--- config.mk ---
export PLATFORM = sky130hd
export DESIGN_NAME = raster_pattern_gen
export DESIGN_NICKNAME = d
export VERILOG_FILES = /design/src/rtl/vtpg_pkg.sv /design/src/rtl/vtpg_regs.sv /design/src/rtl/vtpg_raster.sv /design/src/rtl/vtpg_pattern.sv /design/src/rtl/raster_pattern_gen.sv
export SDC_FILE = /design/constraint.sdc
export NUM_CORES = 1
export LEC_CHECK = 0
export BUFFER_PORTS_ARGS = -buffer_cell sky130_fd_sc_hd__buf_2
export CAP_MARGIN = 20
export CORE_ASPECT_RATIO = 1.5
export CORE_UTILIZATION = 30
export CTS_CLUSTER_SIZE = 30
export DETAILED_ROUTE_END_ITERATION = 7
export PLACE_DENSITY = 0.5
export SLEW_MARGIN = 15
export SYNTH_ARGS = -nofsm -noshare
export SYNTH_HDL_FRONTEND = slang
export SYNTH_SLANG_ARGS = --single-unit
--- constraint.sdc ---
create_clock -name clk -period 23.1 [get_ports clk]
set_clock_uncertainty 0.2 [all_clocks]
set_input_delay 2.31 -clock clk [delete_from_list [all_inputs] [get_ports clk]]
set_output_delay 2.31 -clock clk [all_outputs]
set_load 0.005 [all_outputs]
--- src/rtl/vtpg_pkg.sv ---
`timescale 1ns/1ps
package vtpg_pkg;
    localparam int REG_AW  = 12;
    localparam int REG_DW  = 32;
    localparam int PORCH_W = 9;
    localparam int RES_W   = 11;
    localparam int CNT_W   = 12;
    localparam int MD_W    = 8;
    localparam int CH_W    = 8;
    localparam int PIX_W   = 3 * CH_W;
    localparam int PAT_W   = 3;

    localparam logic [REG_AW-1:0] A_CTRL  = 12'h000;
    localparam logic [REG_AW-1:0] A_POL_V = 12'h004;
    localparam logic [REG_AW-1:0] A_POL_H = 12'h008;
    localparam logic [REG_AW-1:0] A_POL_D = 12'h00C;
    localparam logic [REG_AW-1:0] A_VSW   = 12'h010;
    localparam logic [REG_AW-1:0] A_VBP   = 12'h014;
    localparam logic [REG_AW-1:0] A_VFP   = 12'h018;
    localparam logic [REG_AW-1:0] A_VACT  = 12'h01C;
    localparam logic [REG_AW-1:0] A_HSW   = 12'h020;
    localparam logic [REG_AW-1:0] A_HBP   = 12'h024;
    localparam logic [REG_AW-1:0] A_HFP   = 12'h028;
    localparam logic [REG_AW-1:0] A_HACT  = 12'h02C;
    localparam logic [REG_AW-1:0] A_PAT   = 12'h030;
    localparam logic [REG_AW-1:0] A_MVAL  = 12'h104;
    localparam logic [REG_AW-1:0] A_DVAL  = 12'h108;
    localparam logic [REG_AW-1:0] A_VCNT  = 12'h200;
    localparam logic [REG_AW-1:0] A_HCNT  = 12'h204;
    localparam logic [REG_AW-1:0] A_DECNT = 12'h208;

    typedef enum logic [PAT_W-1:0] {
        PAT_RAMP, PAT_BAR3, PAT_SQUARE, PAT_RED,
        PAT_BLUE, PAT_GREEN, PAT_YELLOW, PAT_BAR8
    } pat_e;

    typedef struct packed {
        logic               run;
        logic               srst;
        logic               pol_v;
        logic               pol_h;
        logic               pol_d;
        logic [PORCH_W-1:0] vsw;
        logic [PORCH_W-1:0] vbp;
        logic [PORCH_W-1:0] vfp;
        logic [RES_W-1:0]   vact;
        logic [PORCH_W-1:0] hsw;
        logic [PORCH_W-1:0] hbp;
        logic [PORCH_W-1:0] hfp;
        logic [RES_W-1:0]   hact;
        pat_e               pat;
        logic [MD_W-1:0]    mval;
        logic [MD_W-1:0]    dval;
    } cfg_t;
endpackage

--- src/rtl/vtpg_regs.sv ---
`timescale 1ns/1ps
module vtpg_regs
    import vtpg_pkg::*;
(
    input  logic              clk,
    input  logic              rst_n,
    input  logic              psel,
    input  logic              penable,
    input  logic              pwrite,
    input  logic [REG_AW-1:0] paddr,
    input  logic [REG_DW-1:0] pwdata,
    output logic [REG_DW-1:0] prdata,
    input  logic [CNT_W-1:0]  vcnt,
    input  logic [CNT_W-1:0]  hcnt,
    input  logic [CNT_W-1:0]  decnt,
    output cfg_t              cfg
);
    cfg_t cfg_d, cfg_q;
    logic wr_en;
    wire  unused_wdata = ^pwdata[REG_DW-1:RES_W];

    assign wr_en = psel && penable && pwrite;

    always_comb begin
        cfg_d = cfg_q;
        if (wr_en) begin
            case (paddr)
                A_CTRL:  begin cfg_d.run = pwdata[0]; cfg_d.srst = pwdata[1]; end
                A_POL_V: cfg_d.pol_v = pwdata[0];
                A_POL_H: cfg_d.pol_h = pwdata[0];
                A_POL_D: cfg_d.pol_d = pwdata[0];
                A_VSW:   cfg_d.vsw   = pwdata[PORCH_W-1:0];
                A_VBP:   cfg_d.vbp   = pwdata[PORCH_W-1:0];
                A_VFP:   cfg_d.vfp   = pwdata[PORCH_W-1:0];
                A_VACT:  cfg_d.vact  = pwdata[RES_W-1:0];
                A_HSW:   cfg_d.hsw   = pwdata[PORCH_W-1:0];
                A_HBP:   cfg_d.hbp   = pwdata[PORCH_W-1:0];
                A_HFP:   cfg_d.hfp   = pwdata[PORCH_W-1:0];
                A_HACT:  cfg_d.hact  = pwdata[RES_W-1:0];
                A_PAT:   cfg_d.pat   = pat_e'(pwdata[PAT_W-1:0]);
                A_MVAL:  cfg_d.mval  = pwdata[MD_W-1:0];
                A_DVAL:  cfg_d.dval  = pwdata[MD_W-1:0];
                default: ;
            endcase
        end
    end

    always_ff @(posedge clk or negedge rst_n) begin
        if (!rst_n) cfg_q <= '0;
        else        cfg_q <= cfg_d;
    end

    always_comb begin
        prdata = '0;
        case (paddr)
            A_CTRL:  prdata[1:0]         = {cfg_q.srst, cfg_q.run};
            A_POL_V: prdata[0]           = cfg_q.pol_v;
            A_POL_H: prdata[0]           = cfg_q.pol_h;
            A_POL_D: prdata[0]           = cfg_q.pol_d;
            A_VSW:   prdata[PORCH_W-1:0] = cfg_q.vsw;
            A_VBP:   prdata[PORCH_W-1:0] = cfg_q.vbp;
            A_VFP:   prdata[PORCH_W-1:0] = cfg_q.vfp;
            A_VACT:  prdata[RES_W-1:0]   = cfg_q.vact;
            A_HSW:   prdata[PORCH_W-1:0] = cfg_q.hsw;
            A_HBP:   prdata[PORCH_W-1:0] = cfg_q.hbp;
            A_HFP:   prdata[PORCH_W-1:0] = cfg_q.hfp;
            A_HACT:  prdata[RES_W-1:0]   = cfg_q.hact;
            A_PAT:   prdata[PAT_W-1:0]   = cfg_q.pat;
            A_MVAL:  prdata[MD_W-1:0]    = cfg_q.mval;
            A_DVAL:  prdata[MD_W-1:0]    = cfg_q.dval;
            A_VCNT:  prdata[CNT_W-1:0]   = vcnt;
            A_HCNT:  prdata[CNT_W-1:0]   = hcnt;
            A_DECNT: prdata[CNT_W-1:0]   = decnt;
            default: ;
        endcase
    end

    assign cfg = cfg_q;

    AST_CTRL_WRITE: assert property (@(posedge clk) disable iff (!rst_n)
        (wr_en && paddr == A_CTRL) |=> (cfg_q.run == $past(pwdata[0]) && cfg_q.srst == $past(pwdata[1])));
endmodule

--- src/rtl/vtpg_raster.sv ---
`timescale 1ns/1ps
module vtpg_raster
    import vtpg_pkg::*;
(
    input  logic             clk,
    input  logic             rst_n,
    input  cfg_t             cfg,
    output logic [CNT_W-1:0] hcnt,
    output logic [CNT_W-1:0] vcnt,
    output logic [CNT_W-1:0] decnt,
    output logic             hsync_o,
    output logic             vsync_o,
    output logic             de_o,
    output logic             de_act,
    output logic [CNT_W-1:0] xpos,
    output logic [CNT_W-1:0] ypos
);
    localparam int SUM_W = CNT_W + 1;

    typedef struct packed {
        logic [CNT_W-1:0] h;
        logic [CNT_W-1:0] v;
        logic [CNT_W-1:0] de;
    } st_t;

    st_t st_d, st_q;
    logic             run, h_wrap, v_wrap, hs_act, vs_act, h_in, v_in;
    logic [SUM_W-1:0] ha_beg, ha_end, htot, va_beg, va_end, vtot;
    logic [SUM_W-1:0] h_cur, v_cur, h_nx, v_nx;

    always_comb begin
        run    = cfg.run && !cfg.srst;
        ha_beg = SUM_W'(cfg.hsw) + SUM_W'(cfg.hbp);
        ha_end = ha_beg + SUM_W'(cfg.hact);
        htot   = ha_end + SUM_W'(cfg.hfp);
        va_beg = SUM_W'(cfg.vsw) + SUM_W'(cfg.vbp);
        va_end = va_beg + SUM_W'(cfg.vact);
        vtot   = va_end + SUM_W'(cfg.vfp);
        h_cur  = SUM_W'(st_q.h);
        v_cur  = SUM_W'(st_q.v);
        h_nx   = h_cur + 1'b1;
        v_nx   = v_cur + 1'b1;
        h_wrap = h_nx >= htot;
        v_wrap = v_nx >= vtot;
        h_in   = (h_cur >= ha_beg) && (h_cur < ha_end);
        v_in   = (v_cur >= va_beg) && (v_cur < va_end);
        hs_act = run && (h_cur < SUM_W'(cfg.hsw));
        vs_act = run && (v_cur < SUM_W'(cfg.vsw));
        de_act = run && h_in && v_in;

        st_d = st_q;
        if (!run) begin
            st_d = '0;
        end else begin
            st_d.h = h_wrap ? '0 : h_nx[CNT_W-1:0];
            if (h_wrap) st_d.v = v_wrap ? '0 : v_nx[CNT_W-1:0];
            st_d.de = (h_wrap && v_wrap) ? '0 : st_q.de + CNT_W'(de_act);
        end
    end

    always_ff @(posedge clk or negedge rst_n) begin
        if (!rst_n) st_q <= '0;
        else        st_q <= st_d;
    end

    assign hcnt    = st_q.h;
    assign vcnt    = st_q.v;
    assign decnt   = st_q.de;
    assign xpos    = CNT_W'(h_cur - ha_beg);
    assign ypos    = CNT_W'(v_cur - va_beg);
    assign hsync_o = hs_act ? cfg.pol_h : !cfg.pol_h;
    assign vsync_o = vs_act ? cfg.pol_v : !cfg.pol_v;
    assign de_o    = de_act ? cfg.pol_d : !cfg.pol_d;

    AST_STOP_CLEARS: assert property (@(posedge clk) disable iff (!rst_n)
        !run |=> (st_q.h == '0 && st_q.v == '0 && st_q.de == '0));
    AST_H_STEP: assert property (@(posedge clk) disable iff (!rst_n)
        (run && !h_wrap) |=> (st_q.h == $past(st_q.h) + 1'b1));
    AST_V_HOLD: assert property (@(posedge clk) disable iff (!rst_n)
        (run && !h_wrap) |=> $stable(st_q.v));
    AST_DE_OUTSIDE_SYNC: assert property (@(posedge clk) disable iff (!rst_n)
        de_act |-> (!hs_act && !vs_act));
    AST_DECNT_FRAME: assert property (@(posedge clk) disable iff (!rst_n)
        (run && h_wrap && v_wrap) |=> (st_q.de == '0));
endmodule

--- src/rtl/vtpg_pattern.sv ---
`timescale 1ns/1ps
module vtpg_pattern
    import vtpg_pkg::*;
#(
    parameter int SQ_LOG = 6
)(
    input  pat_e             pat,
    input  logic             de,
    input  logic [CNT_W-1:0] xpos,
    input  logic [CNT_W-1:0] ypos,
    input  logic [RES_W-1:0] hact,
    output logic [PIX_W-1:0] pixel
);
    localparam int PROD_W = CNT_W + 3;

    logic [2:0]        bar8;
    logic [1:0]        bar3;
    logic [1:0]        sq;
    logic [PROD_W-1:0] x8, x3, ha;
    wire               unused_y = ^ypos;

    function automatic logic [PIX_W-1:0] rgb(input logic r, input logic g, input logic b);
        return {{CH_W{r}}, {CH_W{g}}, {CH_W{b}}};
    endfunction

    always_comb begin
        x8 = {xpos, 3'b000};
        x3 = PROD_W'(xpos) + PROD_W'({xpos, 1'b0});
        ha = PROD_W'(hact);
        bar8 = '0;
        for (int k = 1; k < 8; k++) begin
            if (x8 >= PROD_W'(k) * ha) bar8 = bar8 + 3'd1;
        end
        if (x3 >= {ha[PROD_W-2:0], 1'b0}) bar3 = 2'd2;
        else if (x3 >= ha)                 bar3 = 2'd1;
        else                               bar3 = 2'd0;
        sq = {xpos[SQ_LOG], ypos[SQ_LOG]};

        case (pat)
            PAT_RAMP:   pixel = {xpos[CH_W-1:0], ypos[CH_W-1:0], xpos[CH_W-1:0] + ypos[CH_W-1:0]};
            PAT_BAR3:   pixel = rgb(bar3 == 2'd0, bar3 == 2'd1, bar3 == 2'd2);
            PAT_SQUARE: pixel = rgb(sq == 2'b00 || sq == 2'b01, sq == 2'b00 || sq == 2'b10,
                                    sq == 2'b00 || sq == 2'b11);
            PAT_RED:    pixel = rgb(1'b1, 1'b0, 1'b0);
            PAT_BLUE:   pixel = rgb(1'b0, 1'b0, 1'b1);
            PAT_GREEN:  pixel = rgb(1'b0, 1'b1, 1'b0);
            PAT_YELLOW: pixel = rgb(1'b1, 1'b1, 1'b0);
            default:    pixel = rgb(!bar8[1], !bar8[2], !bar8[0]);
        endcase
        if (!de) pixel = '0;
    end
endmodule

--- src/rtl/raster_pattern_gen.sv ---
`timescale 1ns/1ps
module raster_pattern_gen
    import vtpg_pkg::*;
#(
    parameter int SQ_LOG = 6
)(
    input  logic        clk,
    input  logic        rst_n,
    input  logic        psel,
    input  logic        penable,
    input  logic        pwrite,
    input  logic [11:0] paddr,
    input  logic [31:0] pwdata,
    output logic [31:0] prdata,
    output logic        pready,
    output logic        pslverr,
    output logic        hsync_o,
    output logic        vsync_o,
    output logic        de_o,
    output logic [23:0] pixel_o
);
    cfg_t             cfg;
    logic [CNT_W-1:0] hcnt, vcnt, decnt, xpos, ypos;
    logic             de_act;

    assign pready  = 1'b1;
    assign pslverr = 1'b0;

    vtpg_regs u_regs (
        .clk(clk), .rst_n(rst_n), .psel(psel), .penable(penable), .pwrite(pwrite),
        .paddr(paddr), .pwdata(pwdata), .prdata(prdata),
        .vcnt(vcnt), .hcnt(hcnt), .decnt(decnt), .cfg(cfg)
    );

    vtpg_raster u_raster (
        .clk(clk), .rst_n(rst_n), .cfg(cfg),
        .hcnt(hcnt), .vcnt(vcnt), .decnt(decnt),
        .hsync_o(hsync_o), .vsync_o(vsync_o), .de_o(de_o), .de_act(de_act),
        .xpos(xpos), .ypos(ypos)
    );

    vtpg_pattern #(.SQ_LOG(SQ_LOG)) u_pattern (
        .pat(cfg.pat), .de(de_act), .xpos(xpos), .ypos(ypos),
        .hact(cfg.hact), .pixel(pixel_o)
    );
endmodule

# Word-level counts from Yosys, hierarchy flattened
# Index checks and enable logic that the tools add are counted.
# totals
register_bits	136
inputBits	49
out_inout_bits	61
wordCells	153
# classes
n_addsub	19
multipliers	4
n_lt_le_gt_ge	17
eq_ne	29
muxes	26
reduce_logical	39
# ops
cell	count
$pmux 24 s7	1
$pmux 5 s13	1
$eq 12x6->1 const B	5
$eq 12x5->1 const B	4
$mux 12	4
$ge 15x14->1	3
$eq 12x10->1 const B	3
$mux 36	1
$ge 15x11->1	2
$ge 15x12->1	2
$ge 15x13->1	2
$reduce_and 2->1	15
$mul 3x11->14 const A	2
$add 12x1->13 const B	2
$add 13x9->13	2
$ge 13x13->1	2
$lt 12x13->1	2
$mul 2x11->13 const A	2
$eq 12x4->1 const B	2
$eq 12x9->1 const B	2
$lt 12x9->1	2
$mux 24	1
$add 9x9->10	2
$mux 3	6
32 further kinds	64

# Logic depth before layout (Yosys ltp)
# logic_depth
ltp_word	19
mapped_depth	39
ltp_nobuf	37

# By module
# A second synthesis with hierarchy kept.
# hier_totals
cells_unflattened	1914
hier_area_um2	17573.1
# by_module_without_submodules
module	instances	cells_per_inst	area_each_um2	seq_area_each_um2
vtpg_raster	1	811	6729.0	900.9
vtpg_regs	1	429	5451.5	2502.4
vtpg_pattern	1	670	5370.2	0.0
raster_pattern_gen	1	4	22.5	0.0

# Worst setup path after synthesis
# No wires, ideal clock.
# synth_timing
kind	reg2out
startpoint	register u_regs.cfg_q, in the netlist u_regs.cfg[48]
endpoint	output pixel_o[10]
t_arrival_ps	7314
t_required_ps	20590
slack_ps	13276
path_stages_with_launch	36
path_buffers	0
path_cell_list	dfrtp_1 > ha_1 > inv_1 > fa_1 > inv_1 > a21oi_1 > o21bai_1 > a21oi_1 > o21bai_1 > xor2_1 > inv_1 > ha_1 > and2_1 > and3_1 > a311o_1 > nor2_1 > ha_1 > nand3_1 > nor2_1 > a2111oi_0 > nand3_1 > o221ai_2 > o31a_2 > mux2i_1 > ha_1 > mux2_2 > ha_1 > inv_1 > a21oi_1 > ha_1 > a21o_1 > ha_1 > nand2b_1 > xnor3_1 > o21ai_2 > a21oi_1
# synth_via
elab_chain_cells	19
word_cells_on_any_way	40
cone_classes	10 x add/sub; 11 x order compare; 2 x eq/ne; 11 x mux; 6 x reduce/logical
# synth_rtl
item	line	text
start: declaration	vtpg_regs.sv:18	cfg_t cfg_d, cfg_q;
start signal: assignment	vtpg_regs.sv:50	else cfg_q <= cfg_d;
$add 9x9->10 *	vtpg_raster.sv:33	ha_beg = SUM_W'(cfg.hsw) + SUM_W'(cfg.hbp);
$sub 12x12->12	vtpg_raster.sv:69	assign xpos = CNT_W'(h_cur - ha_beg);
$ge 15x11->1	vtpg_pattern.sv:32	if (x8 >= PROD_W'(k) * ha) bar8 = bar8 + 3'd1;
$mux 1	vtpg_pattern.sv:32	
$add 1x1->2	vtpg_pattern.sv:32	
$mux 3	vtpg_pattern.sv:32	
$add 3x1->3	vtpg_pattern.sv:32	
$mux 3	vtpg_pattern.sv:32	
[... 3 more ...]	--	
$mux 3	vtpg_pattern.sv:32	
$add 3x1->3	vtpg_pattern.sv:32	
$mux 3	vtpg_pattern.sv:32	
$add 3x1->3	vtpg_pattern.sv:32	
$mux 3	vtpg_pattern.sv:32	
$logic_not 1->1	vtpg_pattern.sv:48	default: pixel = rgb(!bar8[1], !bar8[2], !bar8[0]);
$pmux 24 s7	vtpg_pattern.sv:39	case (pat)
$mux 24 *	vtpg_pattern.sv:50	if (!de) pixel = '0;
end: declaration	raster_pattern_gen.sv:20	output logic [23:0] pixel_o
# Mark *: on every way between the ends. The rest lies on a longest branch, timed or not.

# Final worst setup path
# layout_timing
startpoint	register u_regs.cfg_q, in the netlist u_regs.cfg[48]
endpoint	output pixel_o[14]
# The elaborated chain is that of the path after synthesis.

==> results.md <==
* Vias per cell at roughly 5.4
* Pwr Density at around 34 nW/um^2
* Netlist Area Pre-Place at between 15000 and 20000 sq um
* Vias in the first global route at 14522
* # IOs at 110
* Multi-input logic area at around 12000 sq um
* GR Overflow Total at 0
* Total track usage at between 20 and 25%
* # hold bufs at CTS at 0
* Post-synth EDFFs at 0
* Critical Path RT at 20.59 ns
* Leakage power at approximately 9.3 nW
* Ratio of final minimum period to clock period at just over 50%
* Worst skew pair latency at approximately 0.46 ns
* WP data arrival at between 9 and 10 ns
* CP max stage delay at ~0.5 ns
* Status: finished with violations
* Clock power share at 45.2%
* Origin of the critical flop-to-flop path: u_regs.cfg[77]$_DFFE_PN0P_
* Placeable Area at about 54000 sq um
* Min Hold Slack at 0.307 ns
* Clock tree buffer depth at 2
* Endpoints failing hold at 0
* Total inserted antenna cells at 0
* Net switching power at approximately 0.18 mW
* Worst r2r dst: u_raster.decnt[10]$_DFF_PN0_
* DRT Pass-1 Iters at 8
* Area leader, netlist: ha_1
* Fin area at 18100 sq um
* R2R cell count at 32
* RSZ-0062 raised after global routing: no
* Internal power at approximately 0.44 mW
* WHS Endpoint: u_regs.cfg[2]$_DFFE_PN0P_
* Worst hold start: u_regs.cfg[2]$_DFFE_PN0P_
* Wirelength, routed at ~54000 um
* Share of layout cells above drive strength 1 at a little over an eighth
* Crit start category: register
* Worst min path class: register to register
* Switching fraction of total power at between 20% and 30%
* Worst Hold Depth at 1
* CP Capture Type: primary output
* Via count at 13952
* FF/Latch Area at ~3400 sq um
* Mapped Avg Cell Area at 9.06 sq um
* Setup WS pre-CTS at ~12 ns
* Max frequency at 84.6 MHz
* Register-to-register setup slack at about 16 ns
* Starting density of the core at approximately 30%
* Sequential element share of the synthesized area at 20.8%
* H-Tree Depth at 4
* Layout fillers at between 5000 and 6000
* Ys async rst share at 100%
* Port bufs at 66
* Post CTS Setup Buffer Count at 0
* Library cells used by synthesis at 94
* Proportion of netlist area held by the largest area contributor at between 20% and 30%
* Flops & latches, synth at ~140
* Critical Path Most Common Cell: ha_1
* TritonCTS Buffers at 17
* Residual DRC count at 14
* Post-DP HPWL at 43400 um
* CTS tree: built
* Die area at roughly 56000 sq um
* Slew Limit Fails at 0
* Post-synthesis cell count at 1807
* Sink Count at around 140
* Comb pwr share at 16.3%
* Failing checks: DRC
* Clock root buffer: clkbuf_16
* Initial DRC Count at between 600 and 700
* Final setup margin at between 10 and 15 ns
* Top cells by area, synth: ha_1 23%, dfrtp_1 21%, mux2_2 6.3%
* Floorplan row count at roughly 100
* Slew @ Worst Pin at ~1.1 ns
* Clock transition at path regs at roughly 0.06 ns
* Peak supply drop at about 0.051 mV
* Final setup viols at 0
* Synth warnings at 0
* Crit path max fanout at 9
* Crit path kind: register to primary output
* Post_cts resized at 0
* Synth Flop Type: dfrtp_1
* Die height at between 200 and 300 um
* Setup tns final at 0 ns
* Routed length per instance at 20.9 um
* DIE WIDTH at roughly 190 um
* MaxCap Viol Count at 0
* Placer Congestion at 0.913
* First-pass GRT wire length at about 84000 um
* Slew headroom at 27.8%
* Min Tclk post-route at ~12 ns
* Sequential power share at 38.4%
* Post-DP Area at 17500 sq um
* Synthesis-to-layout area growth at 10.8%
* Initial antenna violation count at 1
* Final net count at 2254
* Largest net degree at the start of global routing at 83
* Final ANT Viol Nets at 0
* Slowest cell on crit path: xnor2_1
-- power by group through the flow --
stage	Combinational, mW	Sequential [mW]	Clock, mW
2_1_floorplan	0.0723	0.243	0
3_3_place_gp	0.100	0.243	0
3_5_place_dp	0.103	0.243	0
4_1_cts	0.104	0.239	0.287
5_1_grt	0.113	0.239	0.296
6_report	0.101	0.239	0.281
-- critical path, delay by kind of cell, from the launching register on --
| family | cells | cell delay (ns) |
|---|---|---|
| XOR/XNOR | 3 | 1.25 |
| flip-flops | 1 | 0.39 |
| AO/OA/AOI/OAI | 14 | 3.14 |
| buffers and inverters | 6 | 0.84 |
| multiplexers | 2 | 0.49 |
| adder cells (fa/ha/maj) | 8 | 2.40 |
| AND/OR/NAND/NOR | 3 | 0.36 |
-- kinds of logic after synthesis --
logic type                 share of synthesized area, %
AOI/OAI and AO/OA                                  21.0
and+or+nand+nor                                    12.4
adders and majority gates                          26.1
buffers and inverters                              5.47
DFF                                                20.8
xor gates and xnor gates                           7.67
muxes                                              6.57
other                                            0.0459
-- synthesized netlist by cell type, drive strengths merged (6+ instances only) --
library cell / n
ha: 303
inv: 154
a21oi: 139
dfrtp: 136
nand2: 100
mux2: 92
nor2: 91
xnor2: 80
o21ai: 77
a21o: 71
xor2: 53
nand3: 41
o21bai: 33
buf: 32
and3: 31
clkbuf: 29
nand2b: 28
nand4: 26
nor3: 24
a222oi: 23
fa: 23
a221oi: 20
o21a: 20
nor2b: 19
a22o: 15
a211oi: 12
a32o: 12
or4: 9
o211ai: 8
or3: 8
a31oi: 7
a2111oi: 6
or2: 6
-- placed cells by master (no fill, tap or decap), types with 24 or more instances in the layout --
cell | Yosys | routed
xnor2_1 | 78 | 78
conb_1 | 2 | 24
buf_2 | 4 | 65
a21o_1 | 70 | 70
nand2b_1 | 28 | 28
buf_4 | 22 | 26
mux2_2 | 92 | 92
o21ai_0 | 72 | 72
nand4_1 | 26 | 26
o21bai_1 | 32 | 32
ha_1 | 303 | 303
a21oi_1 | 138 | 138
xor2_1 | 52 | 52
nor2_1 | 90 | 90
dfrtp_1 | 136 | 136
nand2_1 | 99 | 99
nand3_1 | 41 | 41
and3_1 | 31 | 31
inv_1 | 152 | 152
-- area by class of cell --
class	instances	share of cell area, %
inverter	154	3.19
multi-input combinational	1478	67.1
clock inverter	13	0.794
sequential	136	18.8
timing repair buffer	92	2.93
clock buffer	19	2.44
tap	689	4.76
-- registers in the layout (all words and copies together) (netlist names) --
register and count:
u_raster.hcnt 12, u_regs.cfg 100, u_raster.decnt 12, u_raster.vcnt 12
-- how the worst max path moves through the flow --
stage	to	slack, ns	startpoint
2_1_floorplan	pixel_o[10]	13.28	u_regs.cfg[48]$_DFFE_PN0P_
3_3_place_gp	pixel_o[14]	11.88	u_regs.cfg[48]$_DFFE_PN0P_
6_report	pixel_o[14]	11.29	u_regs.cfg[48]$_DFFE_PN0P_
4_1_cts	pixel_o[14]	11.22	u_regs.cfg[48]$_DFFE_PN0P_
3_5_place_dp	pixel_o[14]	11.73	u_regs.cfg[48]$_DFFE_PN0P_
5_1_grt	pixel_o[13]	10.44	u_regs.cfg[48]$_DFFE_PN0P_
-- stage by stage --
step	util [%]	power (mW)	std cells
after detailed placement	32.6	0.346	2548
final	33.7	0.621	2581
after global routing	33.7	0.648	2581
after floorplan	-	0.315	1829
after CTS	33.7	0.629	2580
after global placement	32.6	0.343	2547
-- metal layers --
metal	part of all wire, %	track usage, %	vias up
met4	3.7	8.60	0
met1	39	21.5	6841
met3	2.4	1.87	87
met2	55	39.3	280
met5	0	0	-
li1	-	-	6744
(Power assumes the default switching activity.)
